**src/rtl/bus_seq_pkg.sv**
```systemverilog
package bus_seq_pkg;

    typedef enum logic [2:0] {
        ST_IDLE,
        ST_T1,
        ST_T2,
        ST_T3,
        ST_T4
    } tstate_e;

    typedef enum logic [1:0] {
        RQ_FETCH = 2'd0,
        RQ_READ  = 2'd1,
        RQ_WRITE = 2'd2,
        RQ_LDI   = 2'd3
    } req_e;

    typedef enum logic [1:0] {
        MC_FETCH = 2'd0,
        MC_READ  = 2'd1,
        MC_WRITE = 2'd2
    } mc_e;

endpackage

```
**src/rtl/bus_cycle_fsm.sv**
```systemverilog
module bus_cycle_fsm
    import bus_seq_pkg::*;
#(
    parameter int AW = 16,
    parameter int DW = 8,
    parameter logic [AW-1:0] RESET_PC = '0
) (
    input  logic          clk,
    input  logic          rst_n,
    input  logic          req_valid,
    input  logic [1:0]    req_kind,
    input  logic [AW-1:0] req_addr,
    input  logic [DW-1:0] req_wdata,
    output tstate_e       tstate,
    output mc_e           mc,
    output logic [AW-1:0] cur_addr,
    output logic [DW-1:0] cur_wdata,
    output logic          cap_en,
    output logic          cycle_end
);

    tstate_e       state_q, state_d;
    logic          ph_q;
    mc_e           mc_q;
    logic [AW-1:0] addr_q;
    logic [DW-1:0] wdata_q;
    logic          chain_q;
    logic          oper_q;
    logic [AW-1:0] pc_q;
    logic          t_end;
    logic          last_t;

    assign t_end     = (state_q != ST_IDLE) && ph_q;
    assign last_t    = (state_q == ST_T4) || ((state_q == ST_T3) && (mc_q != MC_FETCH));
    assign cycle_end = t_end && last_t;
    assign cap_en    = t_end && (state_q == ST_T3) && (mc_q != MC_WRITE);

    assign tstate    = state_q;
    assign mc        = mc_q;
    assign cur_addr  = addr_q;
    assign cur_wdata = wdata_q;

    always_comb begin
        state_d = state_q;
        unique case (state_q)
            ST_IDLE: if (req_valid) state_d = ST_T1;
            ST_T1:   if (ph_q) state_d = ST_T2;
            ST_T2:   if (ph_q) state_d = ST_T3;
            ST_T3:   if (ph_q) state_d = (mc_q == MC_FETCH) ? ST_T4 : ST_IDLE;
            ST_T4:   if (ph_q) state_d = chain_q ? ST_T1 : ST_IDLE;
            default: state_d = ST_IDLE;
        endcase
    end

    always_ff @(posedge clk) begin
        if (!rst_n) begin
            state_q <= ST_IDLE;
            ph_q    <= 1'b0;
        end else begin
            state_q <= state_d;
            ph_q    <= (state_q == ST_IDLE) ? 1'b0 : ~ph_q;
        end
    end

    always_ff @(posedge clk) begin
        if (!rst_n) begin
            mc_q    <= MC_FETCH;
            addr_q  <= '0;
            wdata_q <= '0;
            chain_q <= 1'b0;
            oper_q  <= 1'b0;
            pc_q    <= RESET_PC;
        end else begin
            if ((state_q == ST_IDLE) && req_valid) begin
                chain_q <= 1'b0;
                oper_q  <= 1'b0;
                unique case (req_e'(req_kind))
                    RQ_FETCH: begin
                        mc_q   <= MC_FETCH;
                        addr_q <= pc_q;
                    end
                    RQ_LDI: begin
                        mc_q    <= MC_FETCH;
                        addr_q  <= pc_q;
                        chain_q <= 1'b1;
                    end
                    RQ_READ: begin
                        mc_q   <= MC_READ;
                        addr_q <= req_addr;
                    end
                    RQ_WRITE: begin
                        mc_q    <= MC_WRITE;
                        addr_q  <= req_addr;
                        wdata_q <= req_wdata;
                    end
                    default: mc_q <= MC_FETCH;
                endcase
            end
            if (cycle_end && chain_q) begin
                mc_q    <= MC_READ;
                addr_q  <= pc_q + 1'b1;
                chain_q <= 1'b0;
                oper_q  <= 1'b1;
            end
            if (cycle_end && ((mc_q == MC_FETCH) || oper_q)) begin
                pc_q <= pc_q + 1'b1;
            end
        end
    end

    AST_TSTATE_TWO_CLK: assert property (@(posedge clk) disable iff (!rst_n)
        ((state_q != $past(state_q)) && ($past(state_q) != ST_IDLE)) |-> $past(ph_q));

    AST_PC_STEP_ONE: assert property (@(posedge clk) disable iff (!rst_n)
        (pc_q != $past(pc_q)) |-> (pc_q == $past(pc_q) + 1'b1));

    AST_CHAIN_NO_GAP: assert property (@(posedge clk) disable iff (!rst_n)
        (cycle_end && chain_q) |=> (state_q == ST_T1));

endmodule

```
**src/rtl/bus_pin_mux.sv**
```systemverilog
module bus_pin_mux
    import bus_seq_pkg::*;
#(
    parameter int AW = 16,
    parameter int DW = 8
) (
    input  logic             clk,
    input  logic             rst_n,
    input  tstate_e          tstate,
    input  mc_e              mc,
    input  logic [AW-1:0]    cur_addr,
    input  logic [DW-1:0]    cur_wdata,
    output logic [AW-DW-1:0] addr_hi,
    output logic [DW-1:0]    ad_out,
    output logic             ad_oe,
    output logic             ale,
    output logic             rd_n,
    output logic             wr_n,
    output logic             busy
);

    localparam int HW = AW - DW;

    always_comb begin
        addr_hi = cur_addr[AW-1:DW];
        ad_out  = '0;
        ad_oe   = 1'b0;
        ale     = 1'b0;
        rd_n    = 1'b1;
        wr_n    = 1'b1;
        busy    = 1'b1;
        unique case (tstate)
            ST_IDLE: begin
                addr_hi = '0;
                busy    = 1'b0;
            end
            ST_T1: begin
                ale    = 1'b1;
                ad_oe  = 1'b1;
                ad_out = cur_addr[DW-1:0];
            end
            ST_T2, ST_T3: begin
                if (mc == MC_WRITE) begin
                    ad_oe  = 1'b1;
                    ad_out = cur_wdata;
                    wr_n   = 1'b0;
                end else begin
                    rd_n = 1'b0;
                end
            end
            ST_T4: begin
                ad_oe = 1'b0;
            end
            default: begin
                addr_hi = {HW{1'b0}};
                busy    = 1'b0;
            end
        endcase
    end

    AST_STROBES_EXCL: assert property (@(posedge clk) disable iff (!rst_n)
        !(!rd_n && !wr_n));

    AST_ALE_DRIVES_BUS: assert property (@(posedge clk) disable iff (!rst_n)
        ale |-> (ad_oe && rd_n && wr_n));

    AST_IDLE_QUIET: assert property (@(posedge clk) disable iff (!rst_n)
        !busy |-> (rd_n && wr_n && !ale && !ad_oe));

    AST_READ_RELEASES: assert property (@(posedge clk) disable iff (!rst_n)
        !rd_n |-> !ad_oe);

endmodule

```
**src/rtl/bus_capture_regs.sv**
```systemverilog
module bus_capture_regs
    import bus_seq_pkg::*;
#(
    parameter int DW = 8
) (
    input  logic          clk,
    input  logic          rst_n,
    input  logic          cap_en,
    input  logic          cycle_end,
    input  mc_e           mc,
    input  logic [DW-1:0] ad_in,
    output logic [DW-1:0] opcode,
    output logic [DW-1:0] rdata,
    output logic          done
);

    logic done_q;
    logic done_half_q;

    assign done = done_q;

    always_ff @(posedge clk) begin
        if (!rst_n) begin
            opcode <= '0;
            rdata  <= '0;
        end else if (cap_en) begin
            if (mc == MC_FETCH) opcode <= ad_in;
            else                rdata  <= ad_in;
        end
    end

    always_ff @(posedge clk) begin
        if (!rst_n) begin
            done_q      <= 1'b0;
            done_half_q <= 1'b0;
        end else if (cycle_end) begin
            done_q      <= 1'b1;
            done_half_q <= 1'b0;
        end else if (done_q) begin
            if (done_half_q) done_q <= 1'b0;
            done_half_q <= ~done_half_q;
        end
    end

    AST_DONE_HOLDS: assert property (@(posedge clk) disable iff (!rst_n)
        $rose(done_q) |=> done_q);

    AST_DONE_DROPS: assert property (@(posedge clk) disable iff (!rst_n)
        (done_q && $past(done_q)) |=> !done_q);

endmodule

```
**src/rtl/bus_cycle_seq.sv**
```systemverilog
module bus_cycle_seq
    import bus_seq_pkg::*;
#(
    parameter int AW = 16,
    parameter int DW = 8,
    parameter logic [AW-1:0] RESET_PC = '0
) (
    input  logic             clk,
    input  logic             rst_n,
    input  logic             req_valid,
    input  logic [1:0]       req_kind,
    input  logic [AW-1:0]    req_addr,
    input  logic [DW-1:0]    req_wdata,
    input  logic [DW-1:0]    ad_in,
    output logic             busy,
    output logic [AW-DW-1:0] addr_hi,
    output logic [DW-1:0]    ad_out,
    output logic             ad_oe,
    output logic             ale,
    output logic             rd_n,
    output logic             wr_n,
    output logic [DW-1:0]    opcode,
    output logic [DW-1:0]    rdata,
    output logic             done
);

    tstate_e       tstate;
    mc_e           mc;
    logic [AW-1:0] cur_addr;
    logic [DW-1:0] cur_wdata;
    logic          cap_en;
    logic          cycle_end;

    bus_cycle_fsm #(.AW(AW), .DW(DW), .RESET_PC(RESET_PC)) u_fsm (
        .clk       (clk),
        .rst_n     (rst_n),
        .req_valid (req_valid),
        .req_kind  (req_kind),
        .req_addr  (req_addr),
        .req_wdata (req_wdata),
        .tstate    (tstate),
        .mc        (mc),
        .cur_addr  (cur_addr),
        .cur_wdata (cur_wdata),
        .cap_en    (cap_en),
        .cycle_end (cycle_end)
    );

    bus_pin_mux #(.AW(AW), .DW(DW)) u_pins (
        .clk       (clk),
        .rst_n     (rst_n),
        .tstate    (tstate),
        .mc        (mc),
        .cur_addr  (cur_addr),
        .cur_wdata (cur_wdata),
        .addr_hi   (addr_hi),
        .ad_out    (ad_out),
        .ad_oe     (ad_oe),
        .ale       (ale),
        .rd_n      (rd_n),
        .wr_n      (wr_n),
        .busy      (busy)
    );

    bus_capture_regs #(.DW(DW)) u_cap (
        .clk       (clk),
        .rst_n     (rst_n),
        .cap_en    (cap_en),
        .cycle_end (cycle_end),
        .mc        (mc),
        .ad_in     (ad_in),
        .opcode    (opcode),
        .rdata     (rdata),
        .done      (done)
    );

    AST_BUSY_IGNORES_REQ: assert property (@(posedge clk) disable iff (!rst_n)
        (busy && $past(busy) && $stable(tstate)) |-> $stable(cur_addr));

endmodule

```
**config.mk**
```make
export PLATFORM = sky130hd
export DESIGN_NAME = bus_cycle_seq
export DESIGN_NICKNAME = d
export VERILOG_FILES = /design/src/rtl/bus_seq_pkg.sv /design/src/rtl/bus_cycle_fsm.sv /design/src/rtl/bus_pin_mux.sv /design/src/rtl/bus_capture_regs.sv /design/src/rtl/bus_cycle_seq.sv
export SDC_FILE = /design/constraint.sdc
export NUM_CORES = 1
export LEC_CHECK = 0
export BUFFER_PORTS_ARGS = -buffer_cell sky130_fd_sc_hd__buf_2
export CAP_MARGIN = 20
export CORE_ASPECT_RATIO = 1.75
export CORE_MARGIN = 2
export CORE_UTILIZATION = 45
export CTS_CLUSTER_DIAMETER = 60
export DETAILED_ROUTE_END_ITERATION = 12
export GPL_ROUTABILITY_DRIVEN = 0
export MAX_ROUTING_LAYER = met4
export PLACE_DENSITY = 0.8
export SLEW_MARGIN = 20
export SYNTH_ARGS = -nofsm -noshare
export SYNTH_HDL_FRONTEND = slang
export SYNTH_SLANG_ARGS = --single-unit
```
**constraint.sdc**
```tcl
create_clock -name clk -period 3.31 [get_ports clk]
set_clock_uncertainty 0.1 [all_clocks]
set_input_delay 0.1655 -clock clk [delete_from_list [all_inputs] [get_ports clk]]
set_output_delay 0.1655 -clock clk [all_outputs]
set_load 0.02 [all_outputs]
```
==> results of run 1 <==
-- flip-flops by register name, summed over array words and instances (netlist names) --
signal,cells
u_fsm.pc_q,16
u_fsm.cur_addr,16
u_cap.done_half_q,1
u_fsm.mc,2
u_fsm.oper_q,1
u_cap.opcode,8
u_fsm.tstate,3
u_cap.rdata,8
u_fsm.cur_wdata,8
u_fsm.chain_q,1
u_cap.done,1
u_fsm.ph_q,1
-- cell usage in the layout (no fill, tap or decap), types with 9 or more instances in the layout --
master	n
dlygate4sd3_1	9
and2_1	9
nand2_1	45
mux2i_1	30
a21oi_1	34
clkbuf_16	9
nand3_1	28
nand2b_1	9
a211oi_1	20
xnor2_1	11
nor2_1	34
buf_2	74
dfxtp_1	66
-- power groups by stage --
| stage | clock (mW) | sequential [mW] | combinational (mW) |
|---|---|---|---|
| 2_1_floorplan | 0 | 0.838 | 0.132 |
| 3_3_place_gp | 0 | 0.848 | 0.178 |
| 3_5_place_dp | 0 | 0.849 | 0.184 |
| 4_1_cts | 0.983 | 0.833 | 0.194 |
| 5_1_grt | 1.01 | 0.836 | 0.212 |
| 6_report | 0.972 | 0.834 | 0.194 |
-- layer usage --
layer  part of all wire  vias to the layer above  track usage  routed length (µm)
met3              0.040                       30       0.0457                 369
met4              0.036                        0        0.133                 336
met5                  0                        -            -                   0
met2               0.54                      111        0.417                5040
li1                   -                     1600            -                   -
met1               0.38                     1572        0.237                3510
-- cell families after synthesis --
group | Yosys count | synth area share
fa+ha+maj | 4 | 0.0146
simple gates | 162 | 0.246
xor+xnor | 15 | 0.0384
mux | 30 | 0.0878
flops | 66 | 0.386
buf+inv | 38 | 0.0461
compound gates | 92 | 0.180
-- what timing repair did --
item                                    4_1_cts  5_1_grt
hold buffers                                  9        0
endpoints found under the setup margin        0        0
setup buffers                                 0        0
resized for setup                             0        0
endpoints found under the hold margin        10        0
-- through the flow --
step | std cells | total power [mW] | utilization
after floorplan | 407 | 0.970 | -
after global placement | 540 | 1.03 | 0.509
after detailed placement | 540 | 1.03 | 0.509
after CTS | 564 | 2.01 | 0.562
after global routing | 564 | 2.06 | 0.562
final | 564 | 2.00 | 0.562
-- final timing paths --
path                            slack (ns)                          from                              end
worst max-delay path                  0.98      u_fsm.mc[0]$_SDFFE_PN0P_                            ad_oe
worst min-delay path                 0.004                  req_wdata[6]  u_fsm.cur_wdata[6]$_SDFFE_PN0P_
worst max register to register        0.98  u_fsm.tstate[1]$_SDFFE_PN0P_       u_fsm.pc_q[6]$_SDFFE_PN0P_
worst min register to register        0.35   u_cap.rdata[1]$_SDFFE_PN0P_      u_cap.rdata[1]$_SDFFE_PN0P_
-- final cells by class --
| cell class | count | share of cell area |
|---|---|---|
| Multi-Input combinational cell | 303 | 0.465 |
| Timing Repair Buffer | 86 | 0.115 |
| Clock buffer | 13 | 0.0645 |
| Clock inverter | 2 | 0.00836 |
| Tap cell | 88 | 0.0263 |
| Sequential cell | 66 | 0.315 |
| Inverter | 6 | 0.00537 |
-- tightest hold or removal path, cell delays in order --
cell	delay [ns]
buf_2	0.10
nand3_1	0.07
a21oi_1	0.05
==> metrics.txt, run 1 <==
RSZ-0062 raised after global routing=no; Crit-path slowest cell=nor3b_2; Yosys warning count=0; top cell type's share of synthesized area=0.386; # nets final=513; Flop pwr share=0.417; outcome=finished, final reports clean; worst vdd ir=268 µV; Reg clk slew, reported paths=0.05 ns; die height=119 µm; Layout area overhead=22.5%; routed len/inst=16.4 µm; Synth top cells by count=dfxtp_1, nand2_1, a21oi_1, nor2_1, mux2i_1; CP bufs+invs=2; vias per inst=5.87; CTS tree=done; Filler Cells Inserted=678; Total GRT Usage=0.235; Antenna Nets Post-Route=0; clock share of power=0.486; post-layout min period=2.33 ns; CORE AREA=0.00746 mm²; largest cells by area after synthesis=dfxtp_1, mux2i_1, a21oi_1, nand2_1, a211oi_1; Post-synth EDFFs=0; CTS Buf Count=9; CP arrival=2.06 ns; type of the worst setup path=register to output port; Net Sw Frac=0.235; Starting Density=0.458; CP Capture Type=output port; fin area=0.00419 mm²; leakage=1.67 nW; layout cell share with drive strength beyond 1=0.212; sequential area share after synthesis=0.386; hold_ws=0.00442 ns; CTS Sinks=66; WL final=9260 µm; Cells after Synth=407; Detail Placement HPWL=6410 µm; DRC violations left=0; worst-path cell chain=nand2b_1 -> nor3b_2 -> inv_1 -> o21ai_0 -> buf_2; most frequent cell after synthesis=dfxtp_1; area leader, netlist=dfxtp_1; first-pass iteration count of the detailed router=5; WP data required=3.04 ns; Longest Clk Path Bufs=2; # rows=42; CP Launch Type=register; Fin. Hold Viols=0; worst-skew pair later-pin latency=0.34 ns; Cell Pwr Density=477 mW/mm²; input/output buffers=74; Stages on worst setup path=5; post-synth cell types=54; cell-internal power=1.53 mW; net switching power figure=470 µW; Syn Area/Cell=8.40 µm²; Multi-input gate area=0.00195 mm²; Diodes inserted=0; fin worst setup slack=0.984 ns; first-pass GRT wire length=15100 µm; root buffer cell=clkbuf_16; Seq cells post-synth=66; vias in the first global route=3189; Max-slew headroom=0.280; Max Cap Viol=0; Place WS=1.02 ns; Total Die Area=0.00834 mm²; Detailed Route Iter0 Violations=271; period utilization=0.703; Placed Area=0.00379 mm²; post-synthesis cell area=0.00342 mm²; htree depth=3; Min-Delay Path Depth=3; top_reg_cell synth=dfxtp_1; CP max stage delay=0.54 ns; cells on worst reg2reg path=5; HP Class=input pin to register; critical path's top delay family=simple AND/OR/NAND/NOR gates; asr flop ratio synth=0; routed vias=3313; Setup Viol. Count Final=0; Max Fclk=430 MHz; Setup TNS=0 ns; crit path max fanout=14; Synthesized Nets=448; I/O pin total=75; Die X-Extent=69.9 µm; GR Overflow Total=0; logic gate share of total power=0.097; Sequential cell area=0.00132 mm²; initial antenna violation count=0; largest net degree at the start of global routing=54; Least-Margin Pin Slew=1.08 ns; Final Max Slew Viols=0
Power figures use the tool's default switching activity.
==> run 2, diff against run 1 <==
Settings changed: PLACE_DENSITY 0.8 to 0.83.
Clock period 3.31 ns to 2 ns, I/O delays scaled along.
==> metrics.txt, run 2 (same netlist as run 1, synthesis figures left out) <==
Setup TNS=0 ns (unchanged); Flop pwr share=0.445 (+0.028); routed vias=3436 (+3.7%); Detail Placement HPWL=6770 µm (+5.7%); crit path launch=u_fsm.mc[0]$_SDFFE_PN0P_; cells on worst reg2reg path=5 (unchanged); worst r2r dst=u_fsm.pc_q[12]$_SDFFE_PN0P_; worst vdd ir=442 µV (+65%); R2R Path Start=u_fsm.pc_q[0]$_SDFFE_PN0P_; CP arrival=1.73 ns (-0.33 ns); WL final=9610 µm (+3.8%); GR Overflow Total=0 (unchanged); clock share of power=0.436 (-0.050); Fin. Hold Viols=0 (unchanged); CORE AREA=0.00746 mm² (unchanged); Final Max Slew Viols=0 (unchanged); period utilization=0.966; die height=119 µm (unchanged); Detailed Route Iter0 Violations=231 (-15%); Total GRT Usage=0.235 (about the same); HP Class=input pin to register; layout cell share with drive strength beyond 1=0.251 (+0.0393); # nets final=545 (+6.2%); crit path max fanout=12 (-2); initial antenna violation count=0 (unchanged); leakage=1.81 nW (+8.3%); Final Total Pwr=3.09 mW (+55%); vias per inst=5.79 (-1.4%); commonest non-fill, non-tap cells in the layout=buf_2, dfxtp_1, nand2_1; outcome=finished, final reports clean; input/output buffers=74 (unchanged); largest net degree at the start of global routing=33 (-39%); Worst Hold End=u_fsm.chain_q$_SDFFE_PP0P_; Placed Area=0.00401 mm² (+5.7%); Least-Margin Pin Slew=0.867 ns (-0.214 ns); Reg clk slew, reported paths=0.05 ns (about the same); Max-slew headroom=0.420 (+0.140); reg2reg setup slack=0.09 ns (-0.89 ns); logic gate share of total power=0.119 (+0.022); Setup Viol. Count Final=0 (unchanged); routed len/inst=16.2 µm (-1.3%); Net Sw Frac=0.241 (+0.00597); first-pass GRT wire length=15300 µm (+1.6%); I/O pin total=75 (unchanged); vias in the first global route=3347 (+5.0%); net switching power figure=744 µW (+58%); CTS Sinks=66 (unchanged); type of the worst setup path=register to output port; Cell Pwr Density=696 mW/mm² (+46%); Die X-Extent=69.9 µm (unchanged); RSZ-0062 raised after global routing=no; post-layout min period=1.93 ns; worst-skew pair later-pin latency=0.33 ns (about the same); cell-internal power=2.35 mW (+53%); hold path startpoint=req_kind[1]; Min-Delay Path Depth=4 (+1); fin area=0.00444 mm² (+6.0%); Longest Clk Path Bufs=2 (unchanged); CP Capture Type=output port; Diodes inserted=0 (unchanged); Layout area overhead=29.9%; hold_ws=0.122 ns (+0.118 ns); WP data required=1.80 ns (-1.24 ns); CP Launch Type=register; commonest non-fill, non-tap cell in the layout=buf_2; first-pass iteration count of the detailed router=4 (-1); CTS Buf Count=9 (unchanged); Max Cap Viol=0 (unchanged); Antenna Nets Post-Route=0 (unchanged); CTS tree=done; Starting Density=0.458 (unchanged); # rows=42 (unchanged); Total Die Area=0.00834 mm² (unchanged); root buffer cell=clkbuf_16; Max Fclk=518 MHz; DRC violations left=0 (unchanged); htree depth=3 (unchanged)
==> run 2: through the flow <==
step | instances | util | worst slack [ns]
final | 593 | 0.595 | 0.0680
after global routing | 593 | 0.595 | 0.00664
after CTS | 592 | 0.593 | 0.0152
after detailed placement | 564 | 0.538 | 0.0853
after global placement | 564 | 0.538 | 0.106
after floorplan | 407 | - | 0.00137
==> run 2: area by class of cell <==
type,count,area (µm²)
well taps,88,110
inverters,6,22.5
fillers,636,3020
clock inverters,1,5.00
repair buffers,118,779
multi-input cells,303,1960
flip-flops and latches,66,1320
clock buffers,11,243
==> run 2: how the worst max path moves through the flow <==
stage                                              to  slack, ns
after detailed placement  u_fsm.pc_q[12]$_SDFFE_PN0P_       0.09
after floorplan           u_fsm.pc_q[12]$_SDFFE_PN0P_      0.001
after global placement    u_fsm.pc_q[12]$_SDFFE_PN0P_       0.11
final                                           ad_oe       0.07
after global routing       u_fsm.pc_q[6]$_SDFFE_PN0P_      0.007
after CTS                                   ad_out[4]       0.02
==> run 2: what timing repair did <==
item	in CTS	in global routing
setup buffers	0	0
gates resized for setup	1	7
setup endpoints to repair	9	18
cloned	0	1
pin swaps	0	1
hold buffers	16	0
endpoints found under the hold margin	24	0
==> run 2: layer usage <==
layer	track usage	part of all wire	wire length [µm]	vias up
li1	-	-	-	1662
met1	0.230	0.37	3600	1633
met2	0.434	0.55	5250	114
met3	0.0288	0.041	398	27
met4	0.138	0.037	360	0
met5	-	0	0	-
==> run 2: worst max-delay path, cell delays in order (launching register included) <==
cell	delay, ns
dfxtp_1	0.32
buf_6	0.15
nand2b_1	0.17
nor3b_2	0.24
buf_4	0.19
inv_1	0.06
o21ai_1	0.09
buf_2	0.19
==> run 2: power by group through the flow <==
stage | Sequential (mW) | Clock (mW) | Combinational (mW)
floorplan | 1.39 | 0 | 0.218
global placement | 1.40 | 0 | 0.323
detailed placement | 1.40 | 0 | 0.332
CTS | 1.37 | 1.37 | 0.360
global route | 1.38 | 1.42 | 0.394
finish | 1.38 | 1.35 | 0.367
